[config.mk]
export PLATFORM = sky130hd
export DESIGN_NAME = dco_range_seq
export DESIGN_NICKNAME = d
export VERILOG_FILES = /design/src/rtl/dco_range_seq.sv
export SDC_FILE = /design/constraint.sdc
export NUM_CORES = 1
export LEC_CHECK = 0
export CAP_MARGIN = 20
export CORE_MARGIN = 2
export CORE_UTILIZATION = 25
export DETAILED_ROUTE_END_ITERATION = 8
export GPL_TIMING_DRIVEN = 0
export PLACE_DENSITY = 0.55
export SYNTH_ARGS = -nofsm -noshare
export SYNTH_HDL_FRONTEND = slang
export SYNTH_SLANG_ARGS = --single-unit
[constraint.sdc]
create_clock -name clk -period 2.6 [get_ports clk]
set_input_delay 0.52 -clock clk [delete_from_list [all_inputs] [get_ports clk]]
set_output_delay 0.52 -clock clk [all_outputs]
set_load 0.05 [all_outputs]
[src/rtl/dco_range_seq.sv]
module dco_range_seq #(
  parameter int RANGE_W = 2,
  parameter int STARTUP_TICKS = 16
) (
  input  logic               clk,
  input  logic               rst_n,
  input  logic               range_wr,
  input  logic [RANGE_W-1:0] range_req,
  input  logic               low_power,
  input  logic               engaged,
  input  logic               ref_tick,
  input  logic               osc_started,
  output logic [RANGE_W-1:0] start_range,
  output logic [RANGE_W-1:0] bus_range,
  output logic               loop_unlocked,
  output logic [RANGE_W-1:0] range_status
);
  localparam int CW = $clog2(STARTUP_TICKS) + 1;
  localparam logic [CW-1:0] LAST = CW'(STARTUP_TICKS - 1);

  typedef enum logic [1:0] {IDLE, WAIT_START, UNLOCKED, LOCKED} state_t;

  state_t        state;
  logic [CW-1:0] ticks;
  logic          accept;

  assign accept        = range_wr && !low_power;
  assign loop_unlocked = (state == UNLOCKED);

  always_ff @(posedge clk or negedge rst_n) begin
    if (!rst_n) begin
      state        <= LOCKED;
      ticks        <= '0;
      start_range  <= '0;
      bus_range    <= '0;
      range_status <= '0;
    end else if (accept) begin
      start_range <= range_req;
      ticks       <= '0;
      if (engaged) begin
        state <= WAIT_START;
      end else begin
        bus_range <= range_req;
        state     <= IDLE;
      end
    end else begin
      case (state)
        IDLE: begin
          range_status <= start_range;
          state        <= LOCKED;
        end
        WAIT_START: if (osc_started) begin
          bus_range <= start_range;
          ticks     <= '0;
          state     <= UNLOCKED;
        end
        UNLOCKED: if (ref_tick) begin
          if (ticks == LAST) begin
            range_status <= start_range;
            state        <= LOCKED;
          end else begin
            ticks <= ticks + 1'b1;
          end
        end
        default: ;
      endcase
    end
  end
endmodule


==> metrics.txt, run 1 <==
# TYPE chip_impl_metric gauge
chip_impl_info{name="most_numerous_cell_in_the_yosys_netlist",value="sky130_fd_sc_hd__dfrtp_1"} 1
chip_impl_metric{name="drt.antenna.violating_nets",unit=""} 0
chip_impl_metric{name="share_of_flip_flops_with_an_asynchronous_set_or_reset_after_synthesis",unit=""} 1.00
chip_impl_metric{name="post-cts-setup-buffers",unit=""} 0
chip_impl_metric{name="grt_usage",unit=""} 0.111
chip_impl_metric{name="tightestPinTransition",unit="ns"} 0.606
chip_impl_metric{name="timing.critical_path.required",unit="ns"} 2.08
chip_impl_metric{name="first_global_vias",unit=""} 591
chip_impl_metric{name="design.die.area",unit="sq mm"} 0.00316
chip_impl_metric{name="dr_total_vias",unit=""} 571
chip_impl_metric{name="critical_path_arrival",unit="ns"} 1.89
chip_impl_metric{name="finalHoldViolations",unit=""} 0
chip_impl_info{name="cts_tree",value="done"} 1
chip_impl_metric{name="max_freq",unit="MHz"} 415
chip_impl_metric{name="critical_path_peak_fanout",unit=""} 7
chip_impl_metric{name="power.share.switching",unit=""} 0.386
chip_impl_metric{name="first_iter_violations",unit=""} 13
chip_impl_metric{name="proportion_of_netlist_area_held_by_the_largest_area_contributor",unit=""} 0.404
chip_impl_metric{name="maximum_number_of_pins_on_one_net_before_global_route_repair",unit=""} 14
chip_impl_metric{name="num_rows",unit=""} 18
chip_impl_metric{name="initial_core_util",unit=""} 0.270
chip_impl_metric{name="synthToLayoutAreaGrowth",unit="%"} 31.4
chip_impl_info{name="post_synth_main_area_contributors",value="sky130_fd_sc_hd__dfrtp_1 (40%), sky130_fd_sc_hd__dfstp_2 (7.7%), sky130_fd_sc_hd__nand2_1 (5.0%)"} 1
chip_impl_metric{name="drt-wirelength-per-cell",unit="um"} 13.8
chip_impl_metric{name="n_antenna_cell",unit=""} 0
chip_impl_metric{name="cts_max_level",unit=""} 1
chip_impl_metric{name="core_area",unit="sq mm"} 0.00252
chip_impl_metric{name="synthesis.yosys.warnings",unit=""} 0
chip_impl_metric{name="post_synth_inst_count",unit=""} 65
chip_impl_metric{name="wl",unit="um"} 1580
chip_impl_metric{name="global_route.overflow_total",unit=""} 0
chip_impl_metric{name="synthesis.area",unit="sq um"} 682
chip_impl_metric{name="power",unit="uW"} 633
chip_impl_metric{name="hpwl",unit="um"} 1110
chip_impl_info{name="synth-main-ff-cell",value="sky130_fd_sc_hd__dfrtp_1"} 1
chip_impl_metric{name="first_pass_grt_wire_length",unit="um"} 2760
chip_impl_metric{name="die_x",unit="um"} 56.2
chip_impl_info{name="yosys-top-cells-count",value="sky130_fd_sc_hd__dfrtp_1 (11), sky130_fd_sc_hd__nand2_1 (9), sky130_fd_sc_hd__nand3_1 (4)"} 1
chip_impl_info{name="yosysTopAreaCell",value="sky130_fd_sc_hd__dfrtp_1"} 1
chip_impl_metric{name="cellInternalPower",unit="uW"} 389
chip_impl_info{name="clk_root_buffer_cell",value="sky130_fd_sc_hd__clkbuf_4"} 1
chip_impl_metric{name="postSynthRegisterBits",unit=""} 13
chip_impl_metric{name="power.sequential.fraction",unit=""} 0.418
chip_impl_metric{name="place.gp.congestion",unit=""} 0.750
chip_impl_metric{name="antenna_violations_before_repair",unit=""} 0
chip_impl_info{name="crit_type",value="reg -> out"} 1
chip_impl_metric{name="cts-resized-gates",unit=""} 0
chip_impl_metric{name="clock_power_share",unit=""} 0.203
chip_impl_metric{name="pin_count",unit=""} 16
chip_impl_metric{name="buffer_ports.inserted",unit=""} 15
chip_impl_metric{name="synth-edff-count",unit=""} 0
chip_impl_metric{name="cts.clk_slew.worst_paths",unit="ns"} 0.09
chip_impl_metric{name="chipHeight",unit="um"} 56.2
chip_impl_metric{name="cts_num_sinks",unit=""} 13
chip_impl_metric{name="post_cts_hold_buffer_count",unit=""} 0
chip_impl_metric{name="postSynthAreaPerCell",unit="sq um"} 10.5
chip_impl_metric{name="comb_power_share",unit=""} 0.379
chip_impl_info{name="outcome",value="finished clean"} 1
chip_impl_info{name="worst_setup_end_kind",value="output pin"} 1
chip_impl_metric{name="clkLatencyLatePin",unit="ns"} 0.28
chip_impl_metric{name="detail_route.vias_per_cell",unit=""} 5.01
chip_impl_metric{name="reg2reg_setup_slack",unit="ns"} 0.67
chip_impl_metric{name="cts_max_path_buffers",unit=""} 2
chip_impl_metric{name="timing.final.crit_share",unit=""} 0.927
chip_impl_metric{name="clock-skew-final",unit="ns"} 0.00949
chip_impl_metric{name="fin_crit",unit="ns"} 2.41
chip_impl_metric{name="synth_seq_area_share",unit=""} 0.481
chip_impl_metric{name="first_pass_iters",unit=""} 4
chip_impl_metric{name="nNetsFinal",unit=""} 96
chip_impl_info{name="startpoint_type",value="register"} 1
chip_impl_metric{name="p_leak",unit="nW"} 0.380
chip_impl_metric{name="yosys.cell_types.count",unit=""} 32
chip_impl_metric{name="peakVddDrop",unit="mV"} 0.468
chip_impl_metric{name="final-max-slew-violation-count",unit=""} 0
chip_impl_info{name="min_path_type",value="reg -> reg"} 1
chip_impl_metric{name="drt_drc_violations_left",unit=""} 0
chip_impl_metric{name="fin_setup_tns",unit="ns"} 0
chip_impl_metric{name="worst_slew_margin_rel",unit=""} 0.595
chip_impl_metric{name="synth.net_count",unit=""} 76
chip_impl_metric{name="cap_violations",unit=""} 0
chip_impl_info{name="grt_setup_unrepaired",value="false"} 1
chip_impl_metric{name="switchingPower",unit="uW"} 244
chip_impl_metric{name="cts_made_buffers",unit=""} 3
chip_impl_metric{name="layout-drive-gt1-share",unit=""} 0.155
chip_impl_metric{name="report.final.setup_viol",unit=""} 0
chip_impl_metric{name="power-per-cell-area",unit="mW/mm^2"} 707
==> stage by stage <==
step,worst slack (ns),hold slack [ns],cell area [sq um],utilization,std cells
after floorplan,0.848,0.224,682,-,65
after detailed placement,0.498,0.483,870,0.345,110
after global routing,0.119,0.523,896,0.355,114
after CTS,0.172,0.493,896,0.355,114
final,0.190,0.495,896,0.355,114
after global placement,0.491,0.473,870,0.345,110
==> registers in the layout, summed over array words and instances (netlist names) <==
| register | count |
|---|---|
| state | 2 |
| ticks | 5 |
| range_status | 2 |
| start_range | 2 |
| bus_range | 2 |
==> metal layers <==
layer,vias to the layer above,global-route usage,routed length [um]
li1,282,-,-
met1,271,0.145,789
met2,18,0.171,698
met3,0,0.0395,90
met4,0,0.0306,0
met5,-,0,0
==> cell type report <==
cell class / count / area, sq um
inverters: 3 / 11.3
clock buffers: 4 / 26.3
fillers: 263 / 1630
multi-input cells: 47 / 333
flip-flops and latches: 13 / 328
plain buffers: 2 / 10.0
repair buffers: 15 / 150
well taps: 30 / 37.5
==> critical path, cell delays in order (launching register included) <==
cell and delay, ns:
sky130_fd_sc_hd__dfstp_2 0.59, sky130_fd_sc_hd__nand2b_1 0.13, sky130_fd_sc_hd__inv_1 0.10, sky130_fd_sc_hd__clkdlybuf4s50_1 0.80
==> placed cells by master (no fill, tap or decap), types with 2 or more instances in the layout <==
cell type and n:
sky130_fd_sc_hd__clkdlybuf4s50_1 15, sky130_fd_sc_hd__a21oi_1 3, sky130_fd_sc_hd__nand2b_1 3, sky130_fd_sc_hd__ha_1 2, sky130_fd_sc_hd__or3_1 2, sky130_fd_sc_hd__buf_2 2, sky130_fd_sc_hd__inv_1 3, sky130_fd_sc_hd__dfstp_2 2
sky130_fd_sc_hd__nand2_1 9, sky130_fd_sc_hd__mux2_2 2, sky130_fd_sc_hd__clkbuf_4 3, sky130_fd_sc_hd__a211oi_1 2, sky130_fd_sc_hd__nand3_1 4, sky130_fd_sc_hd__dfrtp_1 11
==> cells by family after synthesis <==
group,count (synthesis),synth area share
AO/OA/AOI/OAI,14,0.154
flip-flops,13,0.481
buffers and inverters,5,0.0312
AND/OR/NAND/NOR,28,0.250
adder cells (fa/ha/maj),2,0.0367
multiplexers,3,0.0477
==> power by group through the flow <==
stage                     combinational, mW  sequential [mW]  clock [mW]
final                                 0.240            0.265       0.129
after global routing                  0.256            0.271       0.145
after CTS                             0.242            0.265       0.137
after detailed placement              0.241            0.267           0
after global placement                0.240            0.268           0
after floorplan                      0.0685            0.349           0
==> path summary, 6_finish.rpt <==
path	cells past startpoint	start	end
setup / recovery	3	state[1]	loop_unlocked
hold / removal	1	ticks[3]	ticks[3]
setup reg to reg	6	ticks[0]	range_status[1]
hold reg to reg	1	ticks[3]	ticks[3]
max in group asynchronous	1	rst_n	start_range[0]
min in group asynchronous	1	rst_n	ticks[4]
Note: power is estimated with default switching activity, not from simulation.
==> inputs of run 2 (changes only) <==
CORE_ASPECT_RATIO = 1.75   (was default)
SKIP_LAST_GASP = 1   (was default)
clock period = 2.3 ns   (was 2.6 ns; I/O delays follow)
==> metrics.txt, run 2 (synthesis results as in run 1) <==
# TYPE chip_impl_metric gauge
chip_impl_info{name="worst_setup_end_kind",value="output pin"} 1
chip_impl_metric{name="hpwl",unit="um"} 1220
chip_impl_metric{name="dr_total_vias",unit=""} 594
chip_impl_metric{name="chipHeight",unit="um"} 73.1
chip_impl_metric{name="first_iter_violations",unit=""} 9
chip_impl_metric{name="fin_setup_tns",unit="ns"} 0
chip_impl_metric{name="cpPeakStageDelay",unit="ns"} 0.58
chip_impl_metric{name="max_freq",unit="MHz"} 489
chip_impl_metric{name="first_global_vias",unit=""} 635
chip_impl_metric{name="initial_core_util",unit=""} 0.256
chip_impl_metric{name="power",unit="uW"} 771
chip_impl_info{name="clk_root_buffer_cell",value="sky130_fd_sc_hd__clkbuf_8"} 1
chip_impl_metric{name="final-max-slew-violation-count",unit=""} 0
chip_impl_metric{name="wl",unit="um"} 1580
chip_impl_metric{name="n_antenna_cell",unit=""} 0
chip_impl_metric{name="design.die.area",unit="sq mm"} 0.00318
chip_impl_metric{name="drt_drc_violations_left",unit=""} 0
chip_impl_metric{name="finalHoldViolations",unit=""} 0
chip_impl_metric{name="buffer_ports.inserted",unit=""} 15
chip_impl_info{name="startpoint_type",value="register"} 1
chip_impl_metric{name="cts_max_path_buffers",unit=""} 2
chip_impl_metric{name="fin_crit",unit="ns"} 2.05
chip_impl_metric{name="cts-resized-gates",unit=""} 1
chip_impl_metric{name="first_pass_iters",unit=""} 2
chip_impl_info{name="timing.critical_path.cells",value="nand2b_1 > inv_1 > dlygate4sd2_1"} 1
chip_impl_metric{name="post_cts_hold_buffer_count",unit=""} 0
chip_impl_metric{name="synthToLayoutAreaGrowth",unit="%"} 33.4
chip_impl_metric{name="timing.final.crit_share",unit=""} 0.889
chip_impl_metric{name="antenna_violations_before_repair",unit=""} 0
chip_impl_metric{name="critical_path_peak_fanout",unit=""} 7
chip_impl_metric{name="global_route.overflow_total",unit=""} 0
chip_impl_metric{name="cts_made_buffers",unit=""} 3
chip_impl_metric{name="critical_path_arrival",unit="ns"} 1.59
chip_impl_metric{name="layout-drive-gt1-share",unit=""} 0.155
chip_impl_info{name="min_path_type",value="reg -> reg"} 1
chip_impl_metric{name="num_rows",unit=""} 25
chip_impl_metric{name="core_area",unit="sq mm"} 0.00266
chip_impl_metric{name="drt-wirelength-per-cell",unit="um"} 14.2
chip_impl_metric{name="maximum_number_of_pins_on_one_net_before_global_route_repair",unit=""} 14
chip_impl_metric{name="pin_count",unit=""} 16
chip_impl_metric{name="p_leak",unit="nW"} 0.390
chip_impl_info{name="layout.cells.most_common",value="sky130_fd_sc_hd__clkdlybuf4s50_1"} 1
chip_impl_metric{name="cts_num_sinks",unit=""} 13
chip_impl_metric{name="cts.clk_slew.worst_paths",unit="ns"} 0.05
chip_impl_metric{name="nNetsFinal",unit=""} 96
chip_impl_metric{name="timing.critical_path.required",unit="ns"} 1.84
chip_impl_metric{name="clkLatencyLatePin",unit="ns"} 0.24
chip_impl_metric{name="report.final.setup_viol",unit=""} 0
chip_impl_metric{name="tightestPinTransition",unit="ns"} 0.602
chip_impl_info{name="crit_type",value="reg -> out"} 1
chip_impl_metric{name="grt_usage",unit=""} 0.118
chip_impl_metric{name="clock-skew-final",unit="ns"} 0.00120
chip_impl_info{name="cts_tree",value="done"} 1
chip_impl_metric{name="drt.antenna.violating_nets",unit=""} 0
chip_impl_metric{name="seq_area",unit="sq um"} 328
chip_impl_metric{name="power-per-cell-area",unit="mW/mm^2"} 847
chip_impl_metric{name="worst_slew_margin_rel",unit=""} 0.598
chip_impl_info{name="top_register",value="ticks"} 1
chip_impl_metric{name="first_pass_grt_wire_length",unit="um"} 2790
chip_impl_metric{name="cap_violations",unit=""} 0
chip_impl_metric{name="detail_route.vias_per_cell",unit=""} 5.35
chip_impl_info{name="mostFrequentLayoutCells",value="sky130_fd_sc_hd__clkdlybuf4s50_1 (14), sky130_fd_sc_hd__dfrtp_1 (11), sky130_fd_sc_hd__nand2_1 (9), sky130_fd_sc_hd__nand3_1 (4)"} 1
chip_impl_info{name="crit_slowest_cell",value="sky130_fd_sc_hd__dfstp_2"} 1
chip_impl_info{name="outcome",value="finished clean"} 1
chip_impl_metric{name="total_area_of_multi_input_combinational_cells",unit="sq um"} 333
chip_impl_metric{name="post-cts-setup-buffers",unit=""} 0
chip_impl_metric{name="largest_reg_flops",unit=""} 5
chip_impl_info{name="grt_setup_unrepaired",value="false"} 1
chip_impl_metric{name="die_x",unit="um"} 43.5
chip_impl_metric{name="peakVddDrop",unit="mV"} 0.430
chip_impl_metric{name="fillerInstances",unit=""} 283
chip_impl_metric{name="place.gp.congestion",unit=""} 0.684
chip_impl_metric{name="cts_max_level",unit=""} 1
run 2: cell count changes in the layout (fill, tap and decap cells not counted), sizes merged:
cell | before | now
clkdlybuf4s50 | 15 | 14
dlygate4sd2 | 0 | 1
run 2: cell type report:
cell class | instances | share of cell area
Tap cell | 27 | 0.0371
Multi-Input combinational cell | 47 | 0.366
Buffer | 2 | 0.0110
Sequential cell | 13 | 0.360
Inverter | 3 | 0.0124
Clock buffer | 4 | 0.0495
Timing Repair Buffer | 15 | 0.164
run 2: metal layers:
metal  wire (um)  share of wire  track usage  vias to the layer above
met5           0              0            0                        -
met4          43          0.027       0.0707                        0
met2         854           0.54        0.216                       19
met1         625           0.40        0.121                      293
li1            -              -            -                      277
met3          57          0.036       0.0173                        5
run 2: final timing paths:
| path | endpoint | startpoint | cells past startpoint | slack, ns |
|---|---|---|---|---|
| max reg2reg | range_status[1] | ticks[0] | 6 | 0.30 |
| max | loop_unlocked | state[1] | 3 | 0.25 |
| min | ticks[3] | ticks[3] | 1 | 0.49 |
| min reg2reg | ticks[3] | ticks[3] | 1 | 0.49 |
| max in group asynchronous | ticks[4] | rst_n | 1 | 1.31 |
| min in group asynchronous | range_status[0] | rst_n | 1 | 0.60 |
run 2: metrics by stage:
step                      setup slack (ns)  utilization  instance area [sq um]  hold WS, ns  std cells
after floorplan                      0.548            -                    682        0.164         65
after global placement               0.228        0.326                    866        0.466        107
after detailed placement             0.245        0.326                    866        0.481        107
after CTS                            0.250        0.342                    910        0.491        111
after global routing                 0.154        0.342                    910        0.510        111
final                                0.254        0.342                    910        0.493        111
run 2: power breakdown:
group / internal (mW) / switching (mW)
registers: 0.269 / 0.0300
clock network: 0.122 / 0.0801
logic: 0.102 / 0.167
run 2: worst max-delay path, delay by kind of cell (launching register included):
kind	cells	cell delay, ns
buffers and inverters	2	0.63
DFF	1	0.58
and+or+nand+nor	1	0.13
==> inputs of run 3 (changes only) <==
HOLD_SLACK_MARGIN = 0.02   (was default)
REMOVE_ABC_BUFFERS = 1   (was default)
==> metrics.txt, run 3 (synthesis results as in run 1) <==
# TYPE chip_impl_metric gauge
chip_impl_info{name="mostFrequentLayoutCells",value="sky130_fd_sc_hd__clkdlybuf4s50_1 (14), sky130_fd_sc_hd__dfrtp_1 (11), sky130_fd_sc_hd__nand2_1 (9), sky130_fd_sc_hd__nand3_1 (4)"} 1
chip_impl_metric{name="worst_hold_path.num_cells",unit=""} 1
chip_impl_metric{name="max_freq",unit="MHz"} 491
chip_impl_info{name="clk_root_buffer_cell",value="sky130_fd_sc_hd__clkbuf_8"} 1
chip_impl_info{name="worst_setup_end_kind",value="output pin"} 1
chip_impl_metric{name="layout-drive-gt1-share",unit=""} 0.134
chip_impl_info{name="outcome",value="finished clean"} 1
chip_impl_metric{name="cts_max_path_buffers",unit=""} 2
chip_impl_metric{name="power",unit="uW"} 764
chip_impl_metric{name="initial_core_util",unit=""} 0.256
chip_impl_metric{name="pin_count",unit=""} 16
chip_impl_metric{name="worst_slew_margin_rel",unit=""} 0.415
chip_impl_metric{name="maximum_number_of_pins_on_one_net_before_global_route_repair",unit=""} 14
chip_impl_metric{name="clkLatencyLatePin",unit="ns"} 0.24
chip_impl_metric{name="largest_reg_flops",unit=""} 5
chip_impl_metric{name="timing.final.crit_share",unit=""} 0.885
chip_impl_metric{name="fin_crit",unit="ns"} 2.04
chip_impl_metric{name="cpPeakStageDelay",unit="ns"} 0.58
chip_impl_info{name="cts_tree",value="done"} 1
chip_impl_metric{name="drt.antenna.violating_nets",unit=""} 0
chip_impl_metric{name="cts_num_sinks",unit=""} 13
chip_impl_metric{name="seq_area",unit="sq um"} 328
chip_impl_metric{name="global_route.overflow_total",unit=""} 0
chip_impl_metric{name="first_iter_violations",unit=""} 5
chip_impl_metric{name="clock-skew-final",unit="ns"} 0.000745
chip_impl_metric{name="buffer_ports.inserted",unit=""} 15
chip_impl_info{name="crit_type",value="reg -> out"} 1
chip_impl_metric{name="first_global_vias",unit=""} 637
chip_impl_metric{name="critical_path_arrival",unit="ns"} 1.58
chip_impl_metric{name="dpl_cell_area",unit="sq um"} 856
chip_impl_metric{name="cap_violations",unit=""} 0
chip_impl_metric{name="chipHeight",unit="um"} 73.1
chip_impl_metric{name="core_area",unit="sq mm"} 0.00266
chip_impl_metric{name="dr_total_vias",unit=""} 560
chip_impl_metric{name="critical_path_peak_fanout",unit=""} 7
chip_impl_info{name="startpoint_type",value="register"} 1
chip_impl_metric{name="report.final.setup_viol",unit=""} 0
chip_impl_metric{name="p_leak",unit="nW"} 0.382
chip_impl_metric{name="reg2reg_setup_slack",unit="ns"} 0.29
chip_impl_metric{name="finalHoldViolations",unit=""} 0
chip_impl_metric{name="detail_route.vias_per_cell",unit=""} 5.14
chip_impl_metric{name="fin_setup_tns",unit="ns"} 0
chip_impl_metric{name="peakVddDrop",unit="mV"} 0.576
chip_impl_info{name="crit_slowest_cell",value="sky130_fd_sc_hd__dfstp_2"} 1
chip_impl_metric{name="ff2ff_path_depth",unit=""} 6
chip_impl_metric{name="fillerInstances",unit=""} 274
chip_impl_info{name="min_path_type",value="reg -> reg"} 1
chip_impl_metric{name="n_antenna_cell",unit=""} 0
chip_impl_metric{name="cts.clk_slew.worst_paths",unit="ns"} 0.05
chip_impl_metric{name="antenna_violations_before_repair",unit=""} 0
chip_impl_metric{name="final-max-slew-violation-count",unit=""} 0
chip_impl_metric{name="die_x",unit="um"} 43.5
chip_impl_metric{name="nNetsFinal",unit=""} 94
chip_impl_metric{name="num_rows",unit=""} 25
chip_impl_metric{name="tightestPinTransition",unit="ns"} 0.876
chip_impl_info{name="hold_path.startpoint",value="ticks[3]"} 1
chip_impl_metric{name="cts_made_buffers",unit=""} 3
chip_impl_metric{name="timing.critical_path.required",unit="ns"} 1.84
chip_impl_info{name="timing.critical_path.cells",value="nand2b_1 > inv_1 > dlygate4sd2_1"} 1
chip_impl_info{name="timing.rr.end",value="ticks[4]"} 1
chip_impl_info{name="grt_setup_unrepaired",value="false"} 1
chip_impl_info{name="layout.cells.most_common",value="sky130_fd_sc_hd__clkdlybuf4s50_1"} 1
chip_impl_metric{name="first_pass_grt_wire_length",unit="um"} 2750
chip_impl_metric{name="post-cts-setup-buffers",unit=""} 0
chip_impl_info{name="top_register",value="ticks"} 1
chip_impl_metric{name="power-per-cell-area",unit="mW/mm^2"} 849
chip_impl_metric{name="synthToLayoutAreaGrowth",unit="%"} 31.9
chip_impl_metric{name="design.die.area",unit="sq mm"} 0.00318
chip_impl_metric{name="postLayoutCellArea",unit="sq um"} 900
chip_impl_metric{name="grt_usage",unit=""} 0.111
chip_impl_metric{name="cts_max_level",unit=""} 1
chip_impl_info{name="regToRegStartpoint",value="ticks[0]"} 1
chip_impl_metric{name="drt_drc_violations_left",unit=""} 0
chip_impl_metric{name="place.gp.congestion",unit=""} 0.704
chip_impl_metric{name="hpwl",unit="um"} 1220
chip_impl_info{name="worst_hold_path.endpoint",value="ticks[3]"} 1
chip_impl_metric{name="total_area_of_multi_input_combinational_cells",unit="sq um"} 333
chip_impl_metric{name="wl",unit="um"} 1520
chip_impl_metric{name="first_pass_iters",unit=""} 3
chip_impl_metric{name="drt-wirelength-per-cell",unit="um"} 14.0
==> run 3: through the flow <==
stage	cells	utilization	hold WS [ns]	setup WS, ns
5_1_grt	109	0.338	0.491	0.116
3_5_place_dp	105	0.322	0.476	-0.00774
4_1_cts	109	0.338	0.483	0.246
2_1_floorplan	63	-	0.164	0.512
3_3_place_gp	105	0.322	0.473	0.0369
6_report	109	0.338	0.477	0.265
==> run 3: where the power goes <==
group          leakage, nW  switching (mW)  internal, mW
clock               0.0228          0.0766         0.122
sequential           0.163          0.0298         0.269
combinational        0.196           0.166        0.0998
total                0.382           0.273         0.491
==> run 3: critical path, delay by kind of cell, from the launching register on <==
family | cells | cell delay (ns)
simple gates | 1 | 0.13
flops | 1 | 0.58
buf+inv | 2 | 0.63
==> run 3: worst max path at each step <==
stage                     startpoint  slack, ns               to  cells past startpoint
after global routing        range_wr       0.12  range_status[0]                      4
after floorplan             ticks[0]       0.51         ticks[4]                      6
after detailed placement    range_wr     -0.008  range_status[0]                      4
final                       state[1]       0.26    loop_unlocked                      3
after CTS                   state[1]       0.25    loop_unlocked                      3
after global placement      range_wr       0.04  range_status[1]                      4
==> run 3: routing by layer <==
layer / part of all wire / track usage / vias to the layer above
met5: 0 / 0 / -
li1: - / - / 271
met3: 0.028 / 0.0173 / 0
met4: 0 / 0.0303 / 0
met1: 0.36 / 0.116 / 277
met2: 0.61 / 0.217 / 12
==> run 3: cell type report <==
type / count / share of cell area
Clock buffer: 4 / 0.0501
Inverter: 3 / 0.0125
Sequential cell: 13 / 0.364
Multi-Input combinational cell: 47 / 0.370
Timing Repair Buffer: 15 / 0.166
Tap cell: 27 / 0.0376
==> run 3: repair_timing <==
| action | 4_1_cts | 5_1_grt |
|---|---|---|
| setup endpoints to repair | 1 | 0 |
| hold endpoints to repair | 0 | 0 |
| resized for setup | 1 | 0 |
| hold buffers | 0 | 0 |
